==> src/rtl/uart_bank_regs.sv <==
module uart_bank_regs #(
  parameter logic [7:0] ENH_KEY = 8'hBF,
  parameter logic [7:0] DIV_RST = 8'h01
) (
  input  logic       clk,
  input  logic       rst,
  input  logic [2:0] addr,
  input  logic       rd_en,
  input  logic       wr_en,
  input  logic [7:0] wdata,
  output logic [7:0] rdata,
  input  logic       csel_a_n,
  input  logic       csel_b_n,
  input  logic [7:0] stat_rx,
  input  logic [7:0] stat_iid,
  input  logic [7:0] stat_line,
  input  logic [7:0] stat_modem,
  input  logic [7:0] stat_fifordy,
  output logic       thr_wstb,
  output logic       rhr_rstb,
  output logic [7:0] ier_q,
  output logic [7:0] fcr_q,
  output logic [7:0] lcr_q,
  output logic [7:0] mcr_q,
  output logic [7:0] spr_q,
  output logic [7:0] dll_q,
  output logic [7:0] dlh_q,
  output logic [7:0] efr_q,
  output logic [7:0] xon1_q,
  output logic [7:0] xon2_q,
  output logic [7:0] xoff1_q,
  output logic [7:0] xoff2_q,
  output logic [7:0] tcr_q,
  output logic [7:0] tlr_q
);

  logic bank_key, bank_div, bank_ext, frdy_on;
  logic [7:0] slot;

  assign bank_key = (lcr_q == ENH_KEY);
  assign bank_div = lcr_q[7];
  assign bank_ext = efr_q[4] & mcr_q[6] & ~bank_key;
  assign frdy_on  = ~csel_a_n & ~csel_b_n & mcr_q[2] & ~mcr_q[4];

  always_comb begin
    slot = '0;
    slot[addr] = 1'b1;
  end

  assign thr_wstb = wr_en & slot[0] & ~bank_div;
  assign rhr_rstb = rd_en & slot[0] & ~bank_div;

  logic we_dll, we_dlh, we_ier, we_efr, we_fcr, we_lcr, we_mcr, we_xon1;
  logic we_xon2, we_xoff1, we_xoff2, we_tcr, we_tlr, we_spr;

  assign we_dll   = wr_en & slot[0] & bank_div;
  assign we_dlh   = wr_en & slot[1] & bank_div;
  assign we_ier   = wr_en & slot[1] & ~bank_div;
  assign we_efr   = wr_en & slot[2] & bank_key;
  assign we_fcr   = wr_en & slot[2] & ~bank_key;
  assign we_lcr   = wr_en & slot[3];
  assign we_xon1  = wr_en & slot[4] & bank_key;
  assign we_mcr   = wr_en & slot[4] & ~bank_key;
  assign we_xon2  = wr_en & slot[5] & bank_key;
  assign we_xoff1 = wr_en & slot[6] & bank_key;
  assign we_tcr   = wr_en & slot[6] & bank_ext;
  assign we_xoff2 = wr_en & slot[7] & bank_key;
  assign we_tlr   = wr_en & slot[7] & bank_ext;
  assign we_spr   = wr_en & slot[7] & ~bank_key & ~bank_ext;

  always_ff @(posedge clk) begin
    if (rst) begin
      ier_q   <= '0;
      fcr_q   <= '0;
      lcr_q   <= '0;
      mcr_q   <= '0;
      spr_q   <= '0;
      dll_q   <= DIV_RST;
      dlh_q   <= DIV_RST;
      efr_q   <= '0;
      xon1_q  <= '0;
      xon2_q  <= '0;
      xoff1_q <= '0;
      xoff2_q <= '0;
      tcr_q   <= '0;
      tlr_q   <= '0;
    end else begin
      if (we_ier)   ier_q   <= wdata;
      if (we_fcr)   fcr_q   <= wdata;
      if (we_lcr)   lcr_q   <= wdata;
      if (we_mcr)   mcr_q   <= {efr_q[4] ? wdata[7] : mcr_q[7], wdata[6:0]};
      if (we_spr)   spr_q   <= wdata;
      if (we_dll)   dll_q   <= wdata;
      if (we_dlh)   dlh_q   <= wdata;
      if (we_efr)   efr_q   <= wdata;
      if (we_xon1)  xon1_q  <= wdata;
      if (we_xon2)  xon2_q  <= wdata;
      if (we_xoff1) xoff1_q <= wdata;
      if (we_xoff2) xoff2_q <= wdata;
      if (we_tcr)   tcr_q   <= wdata;
      if (we_tlr)   tlr_q   <= wdata;
    end
  end

  always_comb begin
    unique case (addr)
      3'd0: rdata = bank_div ? dll_q : stat_rx;
      3'd1: rdata = bank_div ? dlh_q : ier_q;
      3'd2: rdata = bank_key ? efr_q : stat_iid;
      3'd3: rdata = lcr_q;
      3'd4: rdata = bank_key ? xon1_q : mcr_q;
      3'd5: rdata = bank_key ? xon2_q : stat_line;
      3'd6: rdata = bank_key ? xoff1_q : bank_ext ? tcr_q : stat_modem;
      3'd7: rdata = bank_key ? xoff2_q : bank_ext ? tlr_q :
                    frdy_on ? stat_fifordy : spr_q;
      default: rdata = '0;
    endcase
  end

endmodule

==> config.mk <==
export PLATFORM = sky130hd
export DESIGN_NAME = uart_bank_regs
export DESIGN_NICKNAME = d
export VERILOG_FILES = /design/src/rtl/uart_bank_regs.sv
export SDC_FILE = /design/constraint.sdc
export NUM_CORES = 1
export LEC_CHECK = 0
export ABC_AREA = 1
export BUFFER_PORTS_ARGS = -buffer_cell sky130_fd_sc_hd__clkbuf_2
export CAP_MARGIN = 20
export CORE_ASPECT_RATIO = 1.1
export CORE_MARGIN = 5
export CORE_UTILIZATION = 56
export CTS_BUF_LIST = sky130_fd_sc_hd__clkbuf_16
export CTS_CLUSTER_DIAMETER = 80
export CTS_CLUSTER_SIZE = 40
export DETAILED_ROUTE_END_ITERATION = 10
export MAX_ROUTING_LAYER = met4
export PLACE_DENSITY = 0.86
export SETUP_SLACK_MARGIN = 0.4
export SKIP_LAST_GASP = 1
export SYNTH_ARGS = -nofsm -noshare
export SYNTH_HDL_FRONTEND = slang
export SYNTH_SLANG_ARGS = --single-unit
==> constraint.sdc <==
create_clock -name clk -period 4.5 [get_ports clk]
set_clock_uncertainty 0.15 [all_clocks]
set_input_delay 0.9 -clock clk [delete_from_list [all_inputs] [get_ports clk]]
set_output_delay 0.9 -clock clk [all_outputs]
set_load 0.01 [all_outputs]
==> results list <==
- The run finished with clean final reports.
- For this design the total switching power over the nets is 565 uW.
* Reg-to-reg critical path startpoint: lcr_q[7]
* Die footprint: 12,400 um2
- Fin worst setup slack: 0.657 ns
- The number of antenna diodes in the final layout is 0.
- Period utilization: 0.854
* Drt pass-1 iters: 5
- Antenna violations before repair: 0
* Maximum count of clock buffers along a single path: 2
- Post-CTS timing repair inserted 0 buffers for setup.
- At the worst endpoint, the required time is 3.45 ns.
- Dominant cell type by area after synthesis: sky130_fd_sc_hd__dfxtp_1
- Most instantiated flip-flop cell in the synthesis netlist: sky130_fd_sc_hd__dfxtp_1
- Synthesized area: 5750 um2
* Critical path class: flop to primary output
* Flop and latch count out of synthesis: 112
- The synthesized netlist contains 25 unique library cells.
- For this run, the number of Yosys warnings is 0.
- Post-synth net total: 936
- Internal power: 1470 uW
- Leaving out fill and tap cells, the most frequent cells in the layout are sky130_fd_sc_hd__clkbuf_2, sky130_fd_sc_hd__nand2_1, sky130_fd_sc_hd__inv_1.
- Proportion of total power due to net switching: 0.278
* Biggest fanout along the worst timing path: 56
* Number of clock sinks: 112
* Remaining global-route overflow: 0
* Clock transition at the registers of the reported paths: 0.08 ns
- Startpoint of the most critical hold path: spr_q[7]
- Area inside the core boundary: 9940 um2
- Post-synthesis instance total: 879
- Detailed routing inserted a total of 6,401 vias.
- Remaining number of nets flagged by the antenna check after routing: 0
- Clock tree from TritonCTS: yes
- Most common cell type on the critical path: sky130_fd_sc_hd__nand2_1
- In this run the tightest slew margin relative to its limit is 0.520.
- Measured in cells, the most critical reg-to-reg path has a length of 9.
- The number of slew-limit violations in the final report was 0.
- Min-Delay Path Class: flop to flop
- The number of global-route vias before repair came to 5,972.
* Number of stages on the worst hold path: 2
- Share of layout cells above drive strength 1: 0.218
- Fin. Hold Viols: 0
- Pin count of the biggest net entering global routing: 57
- The worst setup path is captured at a primary output.
- Input and output buffers added on the ports amount to 178.
- For this design the ratio of total power to cell area is 296 nW/um2.
* Max capacitance violation total: 0
- Derived from the worst setup path, the maximum achievable clock frequency is 0.260 GHz.
* Starting Density: 0.579
* Detailed-route wire length: 19,800 um
- CTS buffer count: 9
- In this run, post-CTS hold repair placed 0 buffers.
- Average via count per standard cell: 5.58
- For the pin with the worst max-slew slack, the measured transition is 0.717 ns.
* Wire length of the first global-routing pass: 30,500 um
- The clock reaches the later pin of the worst-skew pair after 0.35 ns.
- For flop-to-flop paths, the worst setup slack is 1.60 ns.
* Sequential cell fraction of total power: 0.500
- Of the total power, combinational logic draws 0.111.
- The path with the worst hold slack has its endpoint at spr_q[7].
* Leak pwr: 0.00328 uW
- Among all stages on the critical path, the largest delay is contributed by sky130_fd_sc_hd__dfxtp_1.
- The share of synthesized area in the top cell type comes to 0.390.
* Floorplan die height: 116 um
- The number of gates resized after CTS was 0.
- Of all flip-flops after synthesis, the portion carrying an async set or reset was 0.
* Setup crit start kind: flop
- The tree is rooted in a sky130_fd_sc_hd__clkbuf_16.
- Top cells by area in the synthesized netlist: sky130_fd_sc_hd__dfxtp_1, sky130_fd_sc_hd__nand2_1, sky130_fd_sc_hd__nand3_1
* Total routing resource utilization after global routing: 0.324
- EDFF count, synth: 0
- Max incr delay on CP: 0.68 ns
- Dividing the synthesized area by the synthesized cell count gives 6.54 um2.
* CTS HTree Levels: 3
* Post-route minimum period: 3.84 ns
- Critical Path AT: 2.79 ns
- Compared with the post-synthesis result, the final layout area differs by 19.4%.
- Dpl hpwl: 14,300 um
- Cell Rows: 38
- For this design the top-level I/O count stands at 179.
- At the end of routability-driven placement, the weighted congestion stood at 0.977.
- Leaving out fill and tap cells, the most frequent cell in the layout is sky130_fd_sc_hd__clkbuf_2.
- Summed negative setup slack over all endpoints: 0 ns
- For this run, the register share of the synthesized area comes to 0.390.
* IR drop worst, VDD: 196 uV
* Setup repair after global routing missed its margin: false
- Dpl ws: 1.03 ns
- Critical R2R Capture: xoff1_q[6]
* Final-layout fill cell count: 838
- Share of total power in the clock network: 0.389
- In this run, the number of DRC markers left after iteration 0 of detailed routing was 637.
* Mean routed wirelength per cell: 17.3 um
* Drc violations: 0
- Setup-failing EPs final: 0
- Measured along the x axis, the die boundary spans 107 um.
* Worst path cell trace: nand2_1 -> nor2_4 -> buf_4 -> nand2_1 -> buf_4 -> inv_1 -> nor2_1 -> nand2_1 -> nand3_1 -> nand3_1 -> nand2_1 -> inv_1 -> clkbuf_2
* Number of nets in the final layout: 1,080
-- power by group through the flow --
stage	sequential (uW)	clock (uW)	combinational (uW)
6_report	1010	790	226
5_1_grt	1020	828	249
4_1_cts	1010	793	221
3_5_place_dp	1040	0	219
3_3_place_gp	1040	0	218
2_1_floorplan	1040	0	123
-- registers in the layout, summed over array words and instances (netlist names) --
name     count
ier_q        8
xon1_q       8
xoff1_q      8
tcr_q        8
mcr_q        8
fcr_q        8
dlh_q        8
lcr_q        8
tlr_q        8
xoff2_q      8
spr_q        8
efr_q        8
xon2_q       8
dll_q        8
-- synthesized netlist by cell type, types with 5 or more instances --
library cell,count
sky130_fd_sc_hd__nand2_1,164
sky130_fd_sc_hd__dfxtp_1,112
sky130_fd_sc_hd__buf_2,15
sky130_fd_sc_hd__o211ai_1,7
sky130_fd_sc_hd__clkbuf_1,28
sky130_fd_sc_hd__nor2_1,59
sky130_fd_sc_hd__inv_1,124
sky130_fd_sc_hd__inv_2,7
sky130_fd_sc_hd__o21ai_0,90
sky130_fd_sc_hd__nand3_1,109
sky130_fd_sc_hd__a21oi_1,101
sky130_fd_sc_hd__nand3b_1,7
sky130_fd_sc_hd__o21ai_1,24
sky130_fd_sc_hd__buf_6,5
-- logic make-up after synthesis --
logic type | synth area share
DFF | 0.390
AOI/OAI and AO/OA | 0.196
buffers and inverters | 0.134
and+or+nand+nor | 0.279
-- final cells by class --
type | count | area (um2) | area share
inverters | 135 | 507 | 0.0738
multi-input cells | 580 | 2740 | 0.398
repair buffers | 185 | 943 | 0.137
well taps | 120 | 150 | 0.0219
clock inverters | 7 | 65.1 | 0.00947
clock buffers | 9 | 225 | 0.0328
flip-flops and latches | 112 | 2240 | 0.326
-- routing by layer --
metal,global-route usage,part of all wire
met1,0.407,0.39
met2,0.513,0.46
met3,0.0586,0.11
met4,0.146,0.039
met5,-,0
-- how the worst max path moves through the flow --
| stage | from | to | slack (ns) | depth (start not counted) |
|---|---|---|---|---|
| final | lcr_q[7] | rdata[6] | 0.66 | 13 |
| after global routing | lcr_q[7] | rdata[1] | 0.44 | 13 |
| after CTS | lcr_q[7] | rdata[6] | 0.75 | 13 |
| after detailed placement | addr[0] | rdata[7] | 1.03 | 9 |
| after global placement | csel_b_n | rdata[6] | 1.08 | 12 |
| after floorplan | csel_b_n | rdata[2] | 1.52 | 10 |
-- critical path: cells and delay by family (launching register included) --
family	cells	cell delay (ns)
buf+inv	5	0.94
simple gates	8	0.80
flops	1	0.68
-- through the flow --
stage | utilization | instance area (um2) | power (uW) | instances | hold slack, ns
2_1_floorplan | - | 5750 | 1160 | 879 | 0.329
3_5_place_dp | 0.662 | 6580 | 1260 | 1132 | 0.304
6_report | 0.691 | 6870 | 2030 | 1148 | 0.314
5_1_grt | 0.691 | 6870 | 2090 | 1148 | 0.333
3_3_place_gp | 0.662 | 6580 | 1260 | 1132 | 0.301
4_1_cts | 0.691 | 6870 | 2030 | 1148 | 0.316
Power figures use the tool's default switching activity.
